File: config.mk
export PLATFORM = sky130hd
export DESIGN_NAME = nine_bit_cmd_writer
export DESIGN_NICKNAME = d
export VERILOG_FILES = /design/src/rtl/nbw_pkg.sv /design/src/rtl/nbw_param_ram.sv /design/src/rtl/nbw_half_timer.sv /design/src/rtl/nine_bit_cmd_writer.sv
export SDC_FILE = /design/constraint.sdc
export NUM_CORES = 1
export LEC_CHECK = 0
export ABC_AREA = 1
export BUFFER_PORTS_ARGS = -buffer_cell sky130_fd_sc_hd__buf_2
export CORE_MARGIN = 8
export CORE_UTILIZATION = 60
export CTS_CLUSTER_SIZE = 20
export DETAILED_ROUTE_END_ITERATION = 8
export GPL_TIMING_DRIVEN = 0
export HOLD_SLACK_MARGIN = 0.08
export PLACE_DENSITY = 0.79
export REMOVE_ABC_BUFFERS = 1
export SYNTH_ARGS = -nofsm -noshare
export SYNTH_HDL_FRONTEND = slang
export SYNTH_SLANG_ARGS = --single-unit
File: constraint.sdc
create_clock -name clk -period 2.12 [get_ports clk]
set_clock_uncertainty 0.15 [all_clocks]
set_input_delay 0.424 -clock clk [delete_from_list [all_inputs] [get_ports clk]]
set_output_delay 0.424 -clock clk [all_outputs]
set_load 0.1 [all_outputs]
File: src/rtl/nbw_pkg.sv
package nbw_pkg;
  typedef enum logic [1:0] {
    ST_IDLE = 2'd0,
    ST_LOW  = 2'd1,
    ST_HIGH = 2'd2,
    ST_HOLD = 2'd3
  } nbw_state_t;
endpackage

File: src/rtl/nbw_param_ram.sv
module nbw_param_ram #(
  parameter int DW    = 8,
  parameter int DEPTH = 15,
  localparam int AW   = (DEPTH > 1) ? $clog2(DEPTH) : 1
) (
  input  logic          clk,
  input  logic          we,
  input  logic [AW-1:0] waddr,
  input  logic [DW-1:0] wdata,
  input  logic [AW-1:0] raddr,
  output logic [DW-1:0] rdata
);
  logic [DW-1:0] mem [DEPTH];

  always_ff @(posedge clk) begin
    if (we) mem[waddr] <= wdata;
    rdata <= mem[raddr];
  end
endmodule

File: src/rtl/nbw_half_timer.sv
module nbw_half_timer #(
  parameter int W = 8
) (
  input  logic         clk,
  input  logic         rst,
  input  logic         clear,
  input  logic [W-1:0] limit,
  output logic         tick
);
  logic [W-1:0] cnt_q;

  assign tick = (cnt_q == limit);

  always_ff @(posedge clk) begin
    if (rst || clear) cnt_q <= '0;
    else if (tick)    cnt_q <= '0;
    else              cnt_q <= cnt_q + 1'b1;
  end

  assert_cnt_bound_R8: assert property (@(posedge clk) disable iff (rst)
    cnt_q <= limit);
endmodule

File: src/rtl/nine_bit_cmd_writer.sv
module nine_bit_cmd_writer #(
  parameter int MAX_WORDS = 16,
  parameter int DIVW      = 8,
  localparam int MAXP     = MAX_WORDS - 1,
  localparam int CW       = $clog2(MAX_WORDS) + 1,
  localparam int AW       = (MAXP > 1) ? $clog2(MAXP) : 1,
  localparam int WORD_W   = 9,
  localparam int BW       = $clog2(WORD_W)
) (
  input  logic            clk,
  input  logic            rst,
  input  logic            par_we,
  input  logic [AW-1:0]   par_addr,
  input  logic [7:0]      par_wdata,
  input  logic [DIVW-1:0] div_half,
  input  logic            start,
  input  logic [7:0]      cmd_byte,
  input  logic [CW-1:0]   par_count,
  output logic            busy,
  output logic            done,
  output logic            err,
  output logic            cs_n,
  output logic            sclk,
  output logic            sdo
);
  import nbw_pkg::*;

  localparam logic [BW-1:0] LAST_BIT = BW'(WORD_W - 1);

  nbw_state_t        state_q;
  logic [WORD_W-1:0] word_q;
  logic [BW-1:0]     bitc_q;
  logic [CW-1:0]     sent_q, total_q;
  logic [AW-1:0]     ptr_q;
  logic [DIVW-1:0]   div_q;
  logic              cs_n_q, sclk_q, busy_q, done_q, err_q;
  logic              tick;
  logic [7:0]        par_rd;

  nbw_param_ram #(.DW(8), .DEPTH(MAXP)) u_ram (
    .clk(clk), .we(par_we), .waddr(par_addr), .wdata(par_wdata),
    .raddr(ptr_q), .rdata(par_rd)
  );

  nbw_half_timer #(.W(DIVW)) u_timer (
    .clk(clk), .rst(rst), .clear(state_q == ST_IDLE),
    .limit(div_q), .tick(tick)
  );

  always_ff @(posedge clk) begin
    if (rst) begin
      state_q <= ST_IDLE;
      word_q  <= '0;
      bitc_q  <= '0;
      sent_q  <= '0;
      total_q <= '0;
      ptr_q   <= '0;
      div_q   <= '0;
      cs_n_q  <= 1'b1;
      sclk_q  <= 1'b0;
      busy_q  <= 1'b0;
      done_q  <= 1'b0;
      err_q   <= 1'b0;
    end else begin
      done_q <= 1'b0;
      err_q  <= 1'b0;
      unique case (state_q)
        ST_IDLE: if (start) begin
          if (par_count > CW'(MAXP)) begin
            err_q <= 1'b1;
          end else begin
            cs_n_q  <= 1'b0;
            busy_q  <= 1'b1;
            word_q  <= {1'b0, cmd_byte};
            bitc_q  <= '0;
            sent_q  <= '0;
            total_q <= par_count;
            ptr_q   <= '0;
            div_q   <= div_half;
            state_q <= ST_LOW;
          end
        end
        ST_LOW: if (tick) begin
          sclk_q  <= 1'b1;
          state_q <= ST_HIGH;
        end
        ST_HIGH: if (tick) begin
          sclk_q <= 1'b0;
          if (bitc_q != LAST_BIT) begin
            word_q  <= {word_q[WORD_W-2:0], 1'b0};
            bitc_q  <= bitc_q + 1'b1;
            state_q <= ST_LOW;
          end else if (sent_q != total_q) begin
            word_q  <= {1'b1, par_rd};
            bitc_q  <= '0;
            sent_q  <= sent_q + 1'b1;
            ptr_q   <= ptr_q + 1'b1;
            state_q <= ST_LOW;
          end else begin
            state_q <= ST_HOLD;
          end
        end
        ST_HOLD: if (tick) begin
          cs_n_q  <= 1'b1;
          busy_q  <= 1'b0;
          done_q  <= 1'b1;
          word_q  <= '0;
          state_q <= ST_IDLE;
        end
        default: state_q <= ST_IDLE;
      endcase
    end
  end

  assign cs_n = cs_n_q;
  assign sclk = sclk_q;
  assign sdo  = word_q[WORD_W-1];
  assign busy = busy_q;
  assign done = done_q;
  assign err  = err_q;

  assert_sclk_in_frame_R7: assert property (@(posedge clk) disable iff (rst)
    sclk_q |-> !cs_n_q);
  assert_sdo_moves_low_R7: assert property (@(posedge clk) disable iff (rst)
    !$stable(sdo) |-> !sclk_q);
  assert_reject_silent_R5: assert property (@(posedge clk) disable iff (rst)
    err_q |-> (cs_n_q && !busy_q));
  assert_busy_frames_cs_R9: assert property (@(posedge clk) disable iff (rst)
    busy_q |-> !cs_n_q);
  assert_done_at_release_R10: assert property (@(posedge clk) disable iff (rst)
    done_q |-> $rose(cs_n_q));
  assert_bit_range_R2: assert property (@(posedge clk) disable iff (rst)
    bitc_q <= LAST_BIT);
  assert_param_bound_R3: assert property (@(posedge clk) disable iff (rst)
    sent_q <= total_q);
endmodule

==> impl_metrics.env <==
export IMPL_status="finished clean"
export IMPL_irDropWorstVdd_mv=0.8097
export IMPL_htree_levels=4
export IMPL_dp_cells=916
export IMPL_crit_type="reg2reg"
export IMPL_path_buf_inv=1
export IMPL_ys_seq_elements=178
export IMPL_relSlewSlack_pct=25.72
export IMPL_path_delay_family="flip-flops"
export IMPL_required_ns=2.29
export IMPL_io_buffers=42
export IMPL_cpMaxStageDelayCell="dfxtp_4"
export IMPL_setup_viol=0
export IMPL_clk_pin_slew_ns=0.06
export IMPL_synth_cells=738
export IMPL_powerDensity_mw_per_mm2=1189
export IMPL_layout_commonest_cell="nor2_1"
export IMPL_arrival_ns=2.22
export IMPL_gp_congestion=0.7905
export IMPL_synth_area_sq_mm=0.007456
export IMPL_grt_max_degree=58
export IMPL_hpwl_microns=10130
export IMPL_globalRouteTotalUtil_pct=21.55
export IMPL_diodes=0
export IMPL_yosysSeqAreaShare_pct=63.90
export IMPL_core_sq_mm=0.01206
export IMPL_viasPerCell=5.861
export IMPL_hp_class="in2reg"
export IMPL_period_share_pct=96.77
export IMPL_cap_violations=0
export IMPL_die_area_sq_mm=0.01625
export IMPL_wl_per_cell_microns=18.00
export IMPL_nNetsFinal=824
export IMPL_grt_pass1_vias=5410
export IMPL_synthToLayoutAreaGrowth_pct=13.37
export IMPL_fmax_ghz=0.4875
export IMPL_synth_distinct_cells=34
export IMPL_cts_root_buf="clkbuf_16"
export IMPL_layout_min_cycle_time_ns=2.051
export IMPL_clk_path_buf_depth=2
export IMPL_num_rows=40
export IMPL_io_pin_count=43
export IMPL_clkSinkCount=178
export IMPL_fp_dieH_microns=127.5
export IMPL_clk_insertion_delay_late_ns=0.44
export IMPL_layout_common_cells="nor2_1, edfxtp_1, nand2_1"
export IMPL_initial_utilization_pct=61.82
export IMPL_finalWirelength_microns=17340
export IMPL_p_leak_nw=3.105
export IMPL_cp_slowest_stage_delay_ns=0.67
export IMPL_chipWidth_microns=127.5
export IMPL_drive_gt1_share_pct=13.33
export IMPL_grt_remaining_overflow=0
export IMPL_dr_pass1_iters=6
export IMPL_start_kind="register"
export IMPL_worst_pin_slew_ns=1.113
export IMPL_avgSynthCellArea_sq_um=10.10
export IMPL_drtIter0Drc=597
export IMPL_cp_end_kind="register"
export IMPL_grt_pass1_wl_microns=27220
export IMPL_crit_path_cell_trace="clkinvlp_4 > o21ai_0 > o221ai_1 > nand3_1 > nand2_1"
export IMPL_via_count=5644
export IMPL_drtAntennaViolNets=0
export IMPL_yosysWarningCount=0
export IMPL_fin_util_pct=70.08
export IMPL_fin_cells=963
export IMPL_cts_tree="yes"
export IMPL_hold_viol=0
export IMPL_hold_ws_ns=0.1359
export IMPL_route_detailed_drc=0
export IMPL_cts_made_buffers=17
export IMPL_slew_viol_final=0
export IMPL_cp_max_fo=41
export IMPL_antenna_found_initial=0
power breakdown:
part | internal (mW) | switching, mW | leakage, nW
Combinational | 0.824 | 1.96 | 1.29
Clock | 1.51 | 1.37 | 0.255
Sequential | 4.05 | 0.344 | 1.56
final cells by class:
cell class                 count  area [sq um]
timing repair buffer          55         337.8
multi-input combinational    483          2399
timing repair inverter         2         15.01
clock inverter                14         101.3
clock buffer                  18         429.2
sequential                   178          4771
tap                          168         210.2
fill                         855          3608
inverter                      45         190.2
per-stage QoR:
step	power, mW	worst slack [ns]	setup TNS (ns)	area [sq um]
floorplan	6.169	-0.7670	-6.474	7303
global route	10.53	-0.01820	-0.03539	8453
global placement	6.843	-2.170	-22.44	7724
CTS	9.894	0.08305	0	8377
detailed placement	6.988	-0.9922	-11.27	7745
finish	10.05	0.06854	0	8453
cells in the mapped netlist:
cell type / count / area (sq um)
a21o_1: 1 / 7.510
a21oi_1: 43 / 215.2
a21oi_2: 3 / 26.28
a32oi_1: 1 / 8.760
buf_1: 2 / 7.510
buf_2: 5 / 25.02
buf_4: 2 / 15.01
buf_6: 2 / 22.52
clkbuf_1: 22 / 82.58
dfxtp_1: 58 / 1161
edfxtp_1: 120 / 3603
ha_1: 5 / 62.56
inv_1: 39 / 146.4
inv_2: 5 / 18.77
inv_4: 1 / 6.260
nand2_1: 119 / 446.7
nand2_2: 2 / 12.51
nand2_8: 1 / 20.02
nand3_1: 26 / 130.1
nand3_2: 3 / 30.03
nand3b_1: 2 / 15.01
nand4_1: 15 / 93.84
nor2_1: 140 / 525.5
nor2_4: 2 / 22.52
nor3_1: 3 / 15.01
nor3_4: 1 / 16.27
nor3b_1: 1 / 7.510
o211ai_1: 7 / 52.55
o21ai_0: 69 / 345.3
o221ai_1: 17 / 148.9
o22ai_1: 7 / 43.79
o31ai_1: 1 / 7.510
xnor2_1: 8 / 70.07
xor2_1: 5 / 43.79
routing by layer:
metal  GRT usage (%)  wire length [microns]  vias up
met3           5.657                   1329       32
met2           36.41                   8706      243
met5               0                      0        -
met1           25.42                   6933     2724
met4           9.517                    367        0
li1                -                      -     2645
state kept, by name (all words and copies together) (netlist names), 5 cells and up:
name	cells
sent_q	5
div_q	8
word_q	9
u_timer.cnt_q	8
u_ram.mem	120
u_ram.rdata	8
total_q	5
timing repair:
action,CTS,global route
endpoints found under the setup margin,25,20
resized for setup,7,8
endpoints found under the hold margin,11,0
setup buffers,1,4
pin swaps,0,2
cloned,1,2
hold buffers,7,0
logic make-up after synthesis:
| kind of cell | synth area share [%] |
|---|---|
| flops | 63.90 |
| compound gates | 11.48 |
| buf+inv | 4.346 |
| xor+xnor | 1.527 |
| simple gates | 17.91 |
| fa+ha+maj | 0.8391 |
worst min-delay path: stages:
cell and delay, ns:
buf_2 0.12, nand2_1 0.08, nor3_1 0.04
final timing paths:
check	to	slack [ns]	startpoint	cells past startpoint
worst min register to register	busy	0.29	busy	2
worst max register to register	u_ram.rdata[1]	0.07	ptr_q[1]	5
worst min-delay path	err	0.14	par_count[4]	3
worst max-delay path	u_ram.rdata[1]	0.07	ptr_q[1]	5
No activity file was read; power rests on OpenSTA's default activity.
